--- config.mk ---
export PLATFORM = sky130hd
export DESIGN_NAME = scanline_seq
export DESIGN_NICKNAME = d
export VERILOG_FILES = /design/src/rtl/scan_pkg.sv /design/src/rtl/scan_counter.sv /design/src/rtl/scan_strobe.sv /design/src/rtl/scroll_addr.sv /design/src/rtl/scanline_seq.sv
export SDC_FILE = /design/constraint.sdc
export NUM_CORES = 1
export LEC_CHECK = 0
export ABC_AREA = 1
export ABC_CLOCK_PERIOD_IN_PS = 1850
export BUFFER_PORTS_ARGS = -buffer_cell sky130_fd_sc_hd__buf_2
export CAP_MARGIN = 20
export CORE_ASPECT_RATIO = 0.9
export CORE_MARGIN = 2
export CORE_UTILIZATION = 55
export CTS_CLUSTER_SIZE = 16
export DETAILED_ROUTE_END_ITERATION = 10
export GPL_TIMING_DRIVEN = 0
export PLACE_DENSITY = 0.77
export SLEW_MARGIN = 20
export SYNTH_ARGS = -nofsm -noshare
export SYNTH_HDL_FRONTEND = slang
export SYNTH_HIERARCHICAL = 1
export SYNTH_SLANG_ARGS = --single-unit
--- constraint.sdc ---
create_clock -name clk_i -period 1.85 [get_ports clk_i]
set_clock_uncertainty 0.1 [all_clocks]
set_input_delay 0.37 -clock clk_i [delete_from_list [all_inputs] [get_ports clk_i]]
set_output_delay 0.37 -clock clk_i [all_outputs]
set_load 0.02 [all_outputs]
--- src/rtl/scan_pkg.sv ---
package scan_pkg;
  localparam int CX_W  = 5;
  localparam int CY_W  = 5;
  localparam int FY_W  = 3;
  localparam int VA_W  = FY_W + 2 + CY_W + CX_W;
  localparam int HL_W  = CX_W + 1;
  localparam logic [CY_W-1:0] CY_LAST = CY_W'(29);

  typedef struct packed {
    logic [FY_W-1:0] fine_y;
    logic            nt_v;
    logic            nt_h;
    logic [CY_W-1:0] coarse_y;
    logic [CX_W-1:0] coarse_x;
  } vaddr_t;

  typedef struct packed {
    logic x_inc;
    logic y_inc;
    logic h_load;
  } strobe_t;
endpackage

--- src/rtl/scan_counter.sv ---
module scan_counter #(
  parameter int LINE_CYCLES = 341,
  parameter int FRAME_LINES = 262,
  parameter int CW = 9,
  parameter int LW = 9
) (
  input  logic          clk_i,
  input  logic          rst_ni,
  input  logic          render_en_i,
  output logic [CW-1:0] cycle_o,
  output logic [LW-1:0] line_o
);
  localparam logic [CW-1:0] CYC_LAST  = CW'(LINE_CYCLES - 1);
  localparam logic [CW-1:0] CYC_SHORT = CW'(LINE_CYCLES - 2);
  localparam logic [LW-1:0] LINE_LAST = LW'(FRAME_LINES - 1);

  logic odd_q;
  logic short_line;
  logic line_end;

  assign short_line = odd_q & render_en_i & (line_o == LINE_LAST);
  assign line_end   = (cycle_o == CYC_LAST) | (short_line & (cycle_o == CYC_SHORT));

  always_ff @(posedge clk_i or negedge rst_ni) begin
    if (!rst_ni) begin
      cycle_o <= '0;
      line_o  <= '0;
      odd_q   <= 1'b0;
    end else if (line_end) begin
      cycle_o <= '0;
      if (line_o == LINE_LAST) begin
        line_o <= '0;
        odd_q  <= ~odd_q;
      end else begin
        line_o <= line_o + 1'b1;
      end
    end else begin
      cycle_o <= cycle_o + 1'b1;
    end
  end
endmodule

--- src/rtl/scan_strobe.sv ---
module scan_strobe
  import scan_pkg::*;
#(
  parameter int VIS_CYCLES  = 256,
  parameter int VIS_LINES   = 240,
  parameter int TILE_W      = 8,
  parameter int XINC_PHASE  = 3,
  parameter int YINC_CYCLE  = 251,
  parameter int HLOAD_CYCLE = 257,
  parameter int CW = 9,
  parameter int LW = 9
) (
  input  logic          render_en_i,
  input  logic [CW-1:0] cycle_i,
  input  logic [LW-1:0] line_i,
  output strobe_t       strobe_o
);
  localparam int TW = $clog2(TILE_W);
  localparam logic [CW-1:0] VIS_C = CW'(VIS_CYCLES);
  localparam logic [LW-1:0] VIS_L = LW'(VIS_LINES);
  localparam logic [CW-1:0] Y_C   = CW'(YINC_CYCLE);
  localparam logic [CW-1:0] H_C   = CW'(HLOAD_CYCLE);
  localparam logic [TW-1:0] PH    = TW'(XINC_PHASE);

  logic active;

  assign active = render_en_i & (line_i < VIS_L);

  always_comb begin
    strobe_o.x_inc  = active & (cycle_i < VIS_C) & (cycle_i[TW-1:0] == PH);
    strobe_o.y_inc  = active & (cycle_i == Y_C);
    strobe_o.h_load = active & (cycle_i == H_C);
  end
endmodule

--- src/rtl/scroll_addr.sv ---
module scroll_addr
  import scan_pkg::*;
(
  input  logic            clk_i,
  input  logic            rst_ni,
  input  strobe_t         strobe_i,
  input  logic [HL_W-1:0] hlatch_i,
  output vaddr_t          vaddr_o
);
  function automatic vaddr_t x_step(vaddr_t a);
    vaddr_t r;
    r = a;
    if (a.coarse_x == '1) begin
      r.coarse_x = '0;
      r.nt_h     = ~a.nt_h;
    end else begin
      r.coarse_x = a.coarse_x + 1'b1;
    end
    return r;
  endfunction

  function automatic vaddr_t y_step(vaddr_t a);
    vaddr_t r;
    r = a;
    if (a.fine_y != '1) begin
      r.fine_y = a.fine_y + 1'b1;
    end else begin
      r.fine_y = '0;
      if (a.coarse_y == CY_LAST) begin
        r.coarse_y = '0;
        r.nt_v     = ~a.nt_v;
      end else begin
        r.coarse_y = a.coarse_y + 1'b1;
      end
    end
    return r;
  endfunction

  vaddr_t nxt;

  // x and y strobes coincide on the last tile; both apply
  always_comb begin
    nxt = vaddr_o;
    if (strobe_i.x_inc) nxt = x_step(nxt);
    if (strobe_i.y_inc) nxt = y_step(nxt);
    if (strobe_i.h_load) begin
      nxt.coarse_x = hlatch_i[CX_W-1:0];
      nxt.nt_h     = hlatch_i[CX_W];
    end
  end

  always_ff @(posedge clk_i or negedge rst_ni) begin
    if (!rst_ni) vaddr_o <= '0;
    else         vaddr_o <= nxt;
  end
endmodule

--- src/rtl/scanline_seq.sv ---
module scanline_seq
  import scan_pkg::*;
#(
  parameter int LINE_CYCLES = 341,
  parameter int VIS_CYCLES  = 256,
  parameter int VIS_LINES   = 240,
  parameter int FRAME_LINES = 262,
  parameter int TILE_W      = 8,
  parameter int XINC_PHASE  = 3,
  parameter int YINC_CYCLE  = 251,
  parameter int HLOAD_CYCLE = 257,
  localparam int CW = $clog2(LINE_CYCLES),
  localparam int LW = $clog2(FRAME_LINES)
) (
  input  logic            clk_i,
  input  logic            rst_ni,
  input  logic            render_en_i,
  input  logic [HL_W-1:0] hlatch_i,
  output logic [CW-1:0]   cycle_o,
  output logic [LW-1:0]   line_o,
  output logic            pixel_valid_o,
  output logic [VA_W-1:0] vaddr_o
);
  localparam logic [CW-1:0] VIS_C = CW'(VIS_CYCLES);
  localparam logic [LW-1:0] VIS_L = LW'(VIS_LINES);

  strobe_t strobe;
  vaddr_t  vaddr_q;

  scan_counter #(
    .LINE_CYCLES(LINE_CYCLES), .FRAME_LINES(FRAME_LINES), .CW(CW), .LW(LW)
  ) u_cnt (
    .clk_i(clk_i), .rst_ni(rst_ni), .render_en_i(render_en_i),
    .cycle_o(cycle_o), .line_o(line_o)
  );

  scan_strobe #(
    .VIS_CYCLES(VIS_CYCLES), .VIS_LINES(VIS_LINES), .TILE_W(TILE_W),
    .XINC_PHASE(XINC_PHASE), .YINC_CYCLE(YINC_CYCLE), .HLOAD_CYCLE(HLOAD_CYCLE),
    .CW(CW), .LW(LW)
  ) u_stb (
    .render_en_i(render_en_i), .cycle_i(cycle_o), .line_i(line_o), .strobe_o(strobe)
  );

  scroll_addr u_addr (
    .clk_i(clk_i), .rst_ni(rst_ni), .strobe_i(strobe),
    .hlatch_i(hlatch_i), .vaddr_o(vaddr_q)
  );

  assign vaddr_o       = vaddr_q;
  assign pixel_valid_o = (cycle_o < VIS_C) & (line_o < VIS_L);
endmodule

Word level (Yosys, flattened, before mapping)
Index checks and enable logic that the tools add are counted.

storage, ports and cells
  bits in registers = 34
  bits of input ports = 9
  output and inout port bits = 34
  word-level logic and storage cells = 51

operators by class
  add/sub/neg operators = 5
  magnitude comparators = 2
  eq/ne operators = 9
  multiplexer cells = 13
  bitwise logic cells = 13
  reductions and logical operators = 1

operators with widths
  kind                                                                   count
  9-bit == test (second input constant)                                  4
  5-bit two-way mux                                                      4
  9-bit by 1-bit adder with 9-bit output (second input constant)         2
  9-bit two-way mux                                                      2
  15-bit two-way mux                                                     1
  11-bit two-way mux                                                     1
  5-bit by 1-bit adder with 5-bit output (second input constant)         2
  5-bit == test (second input constant)                                  2
  1-bit bitwise AND                                                      9
  9-bit by 8-bit == test with 1-bit output (second input constant)       1
  9-bit by 8-bit < comparator with 1-bit output (second input constant)  1
  9-bit < comparator (second input constant)                             1
  1-bit two-way mux                                                      4
  3-bit by 1-bit adder with 3-bit output (second input constant)         1
  3-bit by 2-bit == test with 1-bit output (second input constant)       1
  3-bit two-way mux                                                      1
  3-bit != test (second input constant)                                  1
  1-bit inverter                                                         3
  2-bit AND reduction                                                    1
  1-bit bitwise OR                                                       1

Longest topological paths before layout
Gate-level depths: netlist of run 1.

  word-level depth = 10
  depth in mapped cells = 11
  mapped depth without buffers = 10

Cells and area by module
The synthesis of run 1 kept the hierarchy.

by module, submodules not included
  module        instances  cells an instance  area each (um2)  seq. area each (um2)
  scan_counter  1          149                1181.1           475.5
  scroll_addr   1          98                 887.1            375.4
  scan_strobe   1          23                 93.8             0.0
  scanline_seq  1          5                  21.3             0.0

Worst setup path after synthesis of run 1
No wires, ideal clock.

  path kind = flip-flop to flip-flop
  start point = register u_cnt.cycle_o[0]
  end point = register u_cnt.line_o[0]
  library setup time = 132 ps
  arrival = 1403 ps
  required time = 1618 ps
  setup slack = 215 ps
  stages on the path, launching flop included = 10
  buffers on the path = 1
  period minus slack after synthesis = 1635 ps
  path through = dfrtp_1 ha_1 nand2_1 clkinv_1 nand3_1 nor2_4 nand2_4 buf_6 nand3_1 o21ai_1

between the ends
  word-level cells in the longest chain between the ends = 3
  elaborated cells between the ends (all ways) = 4
  classes of those cells = eq/ne: 2; bitwise: 2

RTL lines
  item                    RTL line            source
  from (decl)             scan_counter.sv:10  output logic [CW-1:0] cycle_o,
  from (signal assigned)  scan_counter.sv:38  cycle_o <= cycle_o + 1'b1;
  9-bit == test           scan_counter.sv:22  assign line_end = (cycle_o == CYC_LAST) | (short_line & (cycle_o == CYC_SHORT));
  1-bit bitwise AND       scan_counter.sv:22
  1-bit bitwise OR *      scan_counter.sv:22
  to (signal assigned)    scan_counter.sv:35  line_o <= line_o + 1'b1;
  to (decl)               scan_counter.sv:11  output logic [LW-1:0] line_o

Every way passes the cells marked *; elsewhere a longest branch is shown, timed or not.
A chain may end at the register's enable or synchronous reset.

Worst setup path after layout of run 1
  start point = register u_cnt.line_o[8]
  end point = output pixel_valid_o

between the ends
  word-level cells in the longest chain between the ends = 2

RTL lines
  item                                           RTL line            source
  9-bit by 8-bit < comparator with 1-bit output  scanline_seq.sv:51  assign pixel_valid_o = (cycle_o < VIS_C) & (line_o < VIS_L);
  1-bit bitwise AND                              scanline_seq.sv:51
  to (decl)                                      scanline_seq.sv:21  output logic pixel_valid_o,

No other way between the ends.

==> results of run 1 <==
[critical path, stage by stage, from the launching register on]
cell and delay (ns):
dfrtp_1 0.46, or2_0 0.25, nor2_1 0.09, buf_2 0.17
[flip-flops by register name (all words and copies together), names as in the netlist]
name and flops:
u_cnt/cycle_o 9, u_cnt/line_o 9, u_addr/vaddr_o 15, u_cnt/odd_q 1
[where the power goes]
group	leakage [nW]	switching (mW)	total (mW)	internal [mW]
sequential	0.426	0	0.743	0.743
combinational	0.887	0.0169	0.0230	0.00609
clock	0.0438	0.267	0.520	0.252
[cell families after synthesis]
kind of cell	count (synthesis)	synth area share
AOI/OAI and AO/OA	18	0.0476
xor gates and xnor gates	12	0.0481
adders and majority gates	10	0.0573
buffers and inverters	41	0.0894
DFF	34	0.390
muxes	1	0.00516
and+or+nand+nor	159	0.363
[cell usage in the layout, fill, tap and decap left out, types with 3 or more instances in the layout]
master	instances
nand2_1	49
buf_2	44
nor2_1	41
nand3_1	34
dfrtp_1	32
inv_1	29
xor2_1	10
ha_1	10
nand2_2	9
clkbuf_8	5
nand4_1	5
inv_2	5
nor2_4	5
o21ai_1	5
a21oi_1	5
buf_6	3
nor2_2	3
o21ai_0	3
nand3_2	3
[worst paths after layout]
check	end	from	cells past startpoint	slack (ns)
max reg2reg	u_addr/vaddr_o[8]	u_cnt/cycle_o[5]	10	0.14
max in group asynchronous	u_cnt/cycle_o[2]	rst_ni	1	1.07
min in group clk_i	u_addr/vaddr_o[3]	hlatch_i[3]	3	0.20
min	u_addr/vaddr_o[9]	rst_ni	1	0.05
max	pixel_valid_o	u_cnt/line_o[8]	3	0.12
min reg2reg	u_cnt/odd_q	u_cnt/odd_q	2	0.40
[per-stage QoR]
stage,instance area [um^2],cells,utilization
after global placement,2450,363,0.652
after global routing,2530,370,0.675
after floorplan,2180,275,-
after detailed placement,2450,363,0.652
after CTS,2530,370,0.673
final,2530,370,0.675
[cell type report]
type | count | area [um^2] | share of cell area
clock buffers | 5 | 68.8 | 0.0271
multi-input cells | 200 | 1140 | 0.450
repair buffers | 42 | 210 | 0.0829
inverters | 35 | 131 | 0.0518
flip-flops and latches | 34 | 853 | 0.337
clock inverters | 2 | 10.0 | 0.00395
plain buffers | 6 | 63.8 | 0.0252
well taps | 46 | 57.6 | 0.0227
[layer usage]
layer  GRT usage  part of all wire  vias up
li1            -                 -      969
met1       0.273              0.48      855
met2       0.348              0.46       47
met3      0.0552             0.052        4
met4      0.0697            0.0073        0
met5           0                 0        -
==> flow_metrics.env, run 1 <==
export IMPL_outcome="completed"
export IMPL_drtPass1Iterations=4
export IMPL_avgSynthCellArea_um2=7.94
export IMPL_rows=21
export IMPL_pre_cts_ws_ns=0.142
export IMPL_holdCritPathClass="input port to asynchronous set/reset pin"
export IMPL_period_minus_slack_ns=1.73
export IMPL_num_vias=1875
export IMPL_drcViolationCount=0
export IMPL_diodes=0
export IMPL_cp_start_kind="flip-flop"
export IMPL_avgRoutedWirePerCell_um=11.9
export IMPL_synth_area_leader_cell="dfrtp_1"
export IMPL_cp_max_fo=6
export IMPL_fin_crit_sh=0.935
export IMPL_power_density_nw_per_um2=507
export IMPL_final_layout_size_suffix_gt1_frac=0.275
export IMPL_finalHoldViolCount=0
export IMPL_area_growth_pct=16.1
export IMPL_setup_tns_ns=0
export IMPL_grt_setup_unrepaired="false"
export IMPL_crit_arrival_ns=1.26
export IMPL_worst_slew_pin_slew_ns=0.755
export IMPL_synth_cells=275
export IMPL_critPathCaptureType="output pin"
export IMPL_power_leakage_nw=1.36
export IMPL_synthTopCellsByArea="dfrtp_1 (39%), nand2_1 (8.4%), nand3_1 (7.8%)"
export IMPL_via_per_inst=5.07
export IMPL_ys_ff_latch=34
export IMPL_finalPower_mw=1.29
export IMPL_synthTopCellsByCount="nand2_1 (49), nor2_1 (42), dfrtp_1 (34), nand3_1 (34), inv_1 (29)"
export IMPL_cts_tree="built"
export IMPL_fin_ws_ns=0.120
export IMPL_cts_max_level=2
export IMPL_initial_utilization=0.581
export IMPL_dieWidth_um=70.4
export IMPL_place_port_buffers=42
export IMPL_crit_required_ns=1.38
export IMPL_cts_root_buf="clkbuf_8"
export IMPL_ys_types=33
export IMPL_fin_hold_ws_ns=0.0467
export IMPL_worst_skew_pair_late_latency_ns=0.29
export IMPL_n_fill_cell=362
export IMPL_fin_nets=343
export IMPL_grt_use_total=0.212
export IMPL_die_y_um=63.8
export IMPL_synth_nets=294
export IMPL_synth_edff_count=0
export IMPL_synthFlopType="dfrtp_1"
export IMPL_slew_headroom=0.497
export IMPL_holdBufCountCts=0
export IMPL_max_freq_mhz=578
export IMPL_antenna_found_initial=0
export IMPL_overflow=0
export IMPL_worst_ir_drop_vdd_mv=0.369
export IMPL_drv_cap=0
export IMPL_top_level_ports=43
export IMPL_dp_hpwl_mm=3.09
export IMPL_post_cts_setup_buffers=0
export IMPL_place_congestion=0.838
export IMPL_worstSetupPathType="flip-flop to output pin"
export IMPL_yosys_area_top_type_share=0.390
export IMPL_postRouteAntennaNets=0
export IMPL_drtIter0Drc=85
export IMPL_grt_pass1_wl_mm=7.60
export IMPL_die_area_um2=4490
export IMPL_synth_warnings=6
export IMPL_ys_seq_area_frac=0.390
export IMPL_syn_area_um2=2180
export IMPL_numCtsBuffers=5
export IMPL_routed_wirelength_mm=4.39
export IMPL_grt_max_degree=35
export IMPL_finalSetupViolations=0
export IMPL_synthArstFlopShare=1.00
export IMPL_core_um2=3760
export IMPL_clk_path_buf_depth=2
export IMPL_grt_pass1_vias=1713
export IMPL_slew_violations=0
export IMPL_clkSlewWorstSetupHoldPaths_ns=0.07
export IMPL_yosysMostFrequentCell="nand2_1"
export IMPL_post_cts_resized=0
export IMPL_clock_sinks=34
No activity file was read; power rests on OpenSTA's default activity.
==> run 2, diff against run 1 <==
--- a/config.mk
+++ b/config.mk
@@ -6,16 +6,16 @@
 export NUM_CORES = 1
 export LEC_CHECK = 0
 export ABC_AREA = 1
-export ABC_CLOCK_PERIOD_IN_PS = 1850
+export ABC_CLOCK_PERIOD_IN_PS = 1400
 export BUFFER_PORTS_ARGS = -buffer_cell sky130_fd_sc_hd__buf_2
 export CAP_MARGIN = 20
 export CORE_ASPECT_RATIO = 0.9
 export CORE_MARGIN = 2
-export CORE_UTILIZATION = 55
+export CORE_UTILIZATION = 50
 export CTS_CLUSTER_SIZE = 16
 export DETAILED_ROUTE_END_ITERATION = 10
 export GPL_TIMING_DRIVEN = 0
-export PLACE_DENSITY = 0.77
+export PLACE_DENSITY = 0.73
 export SLEW_MARGIN = 20
 export SYNTH_ARGS = -nofsm -noshare
 export SYNTH_HDL_FRONTEND = slang
==> constraint.sdc (replaced) <==
create_clock -name clk_i -period 1.4 [get_ports clk_i]
set_clock_uncertainty 0.1 [all_clocks]
set_input_delay 0.28 -clock clk_i [delete_from_list [all_inputs] [get_ports clk_i]]
set_output_delay 0.28 -clock clk_i [all_outputs]
set_load 0.02 [all_outputs]
==> run 2 against run 1 <==
Net effect:
- the run now ends with setup timing left
- sequential share of layout area decreased by 6.8 points
- cell count rose by 8.9%
- global-route usage is 2.0 points higher
- power increased by 49%
- count of clock-buffer cells in the layout unchanged
- utilization increased by 11 points
- non-clock buffer count increased by 30
- design area increased by 28%
- hold slack improved by 0.052 ns
- flip-flop and latch count is the same
- sequential power rose by 32%
- critical path type is now flip-flop to flip-flop
- critical endpoint is now u_cnt/line_o[5]
- highest routed layer unchanged
==> flow_metrics.env, run 2 (synthesis results as in run 1) <==
export IMPL_drcViolationCount=0
export IMPL_crit_arrival_ns=1.75
export IMPL_rows=22
export IMPL_cts_tree="built"
export IMPL_postRouteAntennaNets=0
export IMPL_grt_pass1_vias=1959
export IMPL_grt_setup_unrepaired="true"
export IMPL_final_layout_size_suffix_gt1_frac=0.546
export IMPL_grt_use_met2=0.378
export IMPL_worst_ir_drop_vdd_mv=0.670
export IMPL_clkSlewWorstSetupHoldPaths_ns=0.07
export IMPL_period_minus_slack_ns=1.62
export IMPL_worst_skew_pair_late_latency_ns=0.29
export IMPL_drtPass1Iterations=4
export IMPL_largest_register_ffs=15
export IMPL_cp_start_kind="flip-flop"
export IMPL_dieWidth_um=73.7
export IMPL_busiest_layer="met2"
export IMPL_fin_crit_sh=1.16
export IMPL_mostFrequentLayoutCell="nand2_1"
export IMPL_core_um2=4130
export IMPL_clk_path_buf_depth=2
export IMPL_reg_largest_list="u_addr/vaddr_o (15), u_cnt/cycle_o (9), u_cnt/line_o (9)"
export IMPL_via_per_inst=5.33
export IMPL_r2r_setup_slack_ns=-0.22
export IMPL_cts_max_level=2
export IMPL_min_to="u_addr/vaddr_o[3]"
export IMPL_slew_headroom=0.678
export IMPL_overflow=0
export IMPL_diodes=0
export IMPL_violations="setup timing"
export IMPL_finalHoldViolCount=0
export IMPL_worstHoldStart="hlatch_i[3]"
export IMPL_avgRoutedWirePerCell_um=14.0
export IMPL_die_area_um2=4910
export IMPL_place_congestion=0.875
export IMPL_fin_ws_ns=-0.220
export IMPL_r2r_end="u_cnt/line_o[5]"
export IMPL_path_cells="inv_2 -> nand2_1 -> nor2_1 -> nor2b_4 -> nand2_4 -> nand2_4 -> clkbuf_16 -> nand2_4 -> nand2_2"
export IMPL_grt_pass1_wl_mm=8.73
export IMPL_met3_usage=0.0378
export IMPL_critPathCaptureType="flip-flop"
export IMPL_area_growth_pct=49.1
export IMPL_cpPeakStageDelay_ns=0.46
export IMPL_finalSetupViolations=32
export IMPL_dp_hpwl_mm=3.16
export IMPL_antenna_found_initial=0
export IMPL_worst_path_max_delay_cell="dfrtp_2"
export IMPL_cts_root_buf="clkbuf_8"
export IMPL_worstRegToRegCells=9
export IMPL_met1_usage=0.305
export IMPL_numCtsBuffers=5
export IMPL_slew_violations=0
export IMPL_die_y_um=66.7
export IMPL_max_freq_mhz=617
export IMPL_holdCritPathClass="input port to flip-flop"
export IMPL_finalPower_mw=1.92
export IMPL_place_port_buffers=42
export IMPL_drv_cap=0
export IMPL_outcome="finished, violations left"
export IMPL_grt_max_degree=35
export IMPL_worstSetupPathType="flip-flop to flip-flop"
export IMPL_worst_slew_pin_slew_ns=0.483
export IMPL_num_vias=2148
export IMPL_grt_use_total=0.232
export IMPL_clock_sinks=34
export IMPL_top_register="u_addr/vaddr_o"
export IMPL_cp_max_fo=5
export IMPL_initial_utilization=0.529
export IMPL_fin_nets=373
export IMPL_setup_tns_ns=-5.28
export IMPL_min_path_cells=3
export IMPL_power_density_nw_per_um2=590
export IMPL_routed_wirelength_mm=5.64
export IMPL_drtIter0Drc=124
export IMPL_power_leakage_nw=1.63
export IMPL_crit_required_ns=1.53
export IMPL_crit_path_frequent_cell="nand2_4"
export IMPL_r2r_start="u_cnt/line_o[4]"
export IMPL_top_level_ports=43
export IMPL_layout_common_cells="nand2_1 (42), buf_2 (28), buf_6 (24), nand3_1 (22)"
-- run 2: cell count changes in the layout (fill, tap and decap cells not counted), moves of 6 or more --
| cell | change |
|---|---|
| buf_2 | -16 |
| buf_4 | +20 |
| buf_6 | +21 |
| dfrtp_1 | -17 |
| dfrtp_2 | +17 |
| inv_1 | -8 |
| inv_2 | +7 |
| nand2_1 | -7 |
| nand3_1 | -12 |
| nand3_2 | +8 |
| nor2_1 | -20 |
| nor2_2 | +14 |
| nor2_4 | +6 |
-- run 2: per-stage QoR --
step	hold WS [ns]	std cells	utilization	area, um^2	worst slack [ns]
3_5_place_dp	0.310	365	0.616	2540	-0.226
4_1_cts	0.0940	394	0.717	2960	-0.168
6_report	0.0991	403	0.788	3260	-0.220
5_1_grt	0.106	403	0.788	3260	-0.311
3_3_place_gp	0.309	365	0.616	2540	-0.233
2_1_floorplan	-0.116	275	-	2270	-0.119
-- run 2: how the worst max path moves through the flow --
stage / startpoint / end / slack, ns
global placement: u_cnt/cycle_o[5] / u_addr/vaddr_o[0] / -0.23
finish: u_cnt/line_o[4] / u_cnt/line_o[5] / -0.22
CTS: u_cnt/cycle_o[1] / u_addr/vaddr_o[0] / -0.17
detailed placement: u_cnt/line_o[6] / u_addr/vaddr_o[11] / -0.23
global route: u_cnt/cycle_o[1] / u_addr/vaddr_o[3] / -0.31
floorplan: u_cnt/line_o[1] / u_cnt/line_o[0] / -0.12
-- run 2: cell type report --
class / instances / area (um^2)
Fill cell: 274 / 873
Clock inverter: 3 / 40.0
Inverter: 35 / 136
Sequential cell: 34 / 875
Multi-Input combinational cell: 200 / 1410
Tap cell: 48 / 60.1
Timing Repair Buffer: 72 / 589
Buffer: 6 / 76.3
Clock buffer: 5 / 68.8
-- run 2: report_power, final --
group          switching [mW]  internal (mW)  total, mW
registers                   0          0.981      0.981
logic                  0.0247         0.0107     0.0355
clock network           0.379          0.524      0.903
-- run 2: layer usage --
layer / wire length [um] / vias to the layer above
met5: 0 / -
met4: 136 / 0
met3: 307 / 19
met2: 2860 / 74
met1: 2340 / 1021
li1: - / 1034
-- run 2: what timing repair did --
item / 4_1_cts / 5_1_grt
resized for setup: 42 / 64
endpoints found under the setup margin: 32 / 65
gates cloned: 1 / 1
buffers inserted: 19 / 10
endpoints found under the hold margin: 28 / 0
pin swaps: 5 / 9
hold buffers: 1 / 0
-- run 2: worst max-delay path: cells and delay by family, from the launching register on --
family                 cells  cell delay, ns
DFF                        1            0.46
and+or+nand+nor            7            0.73
buffers and inverters      2            0.27
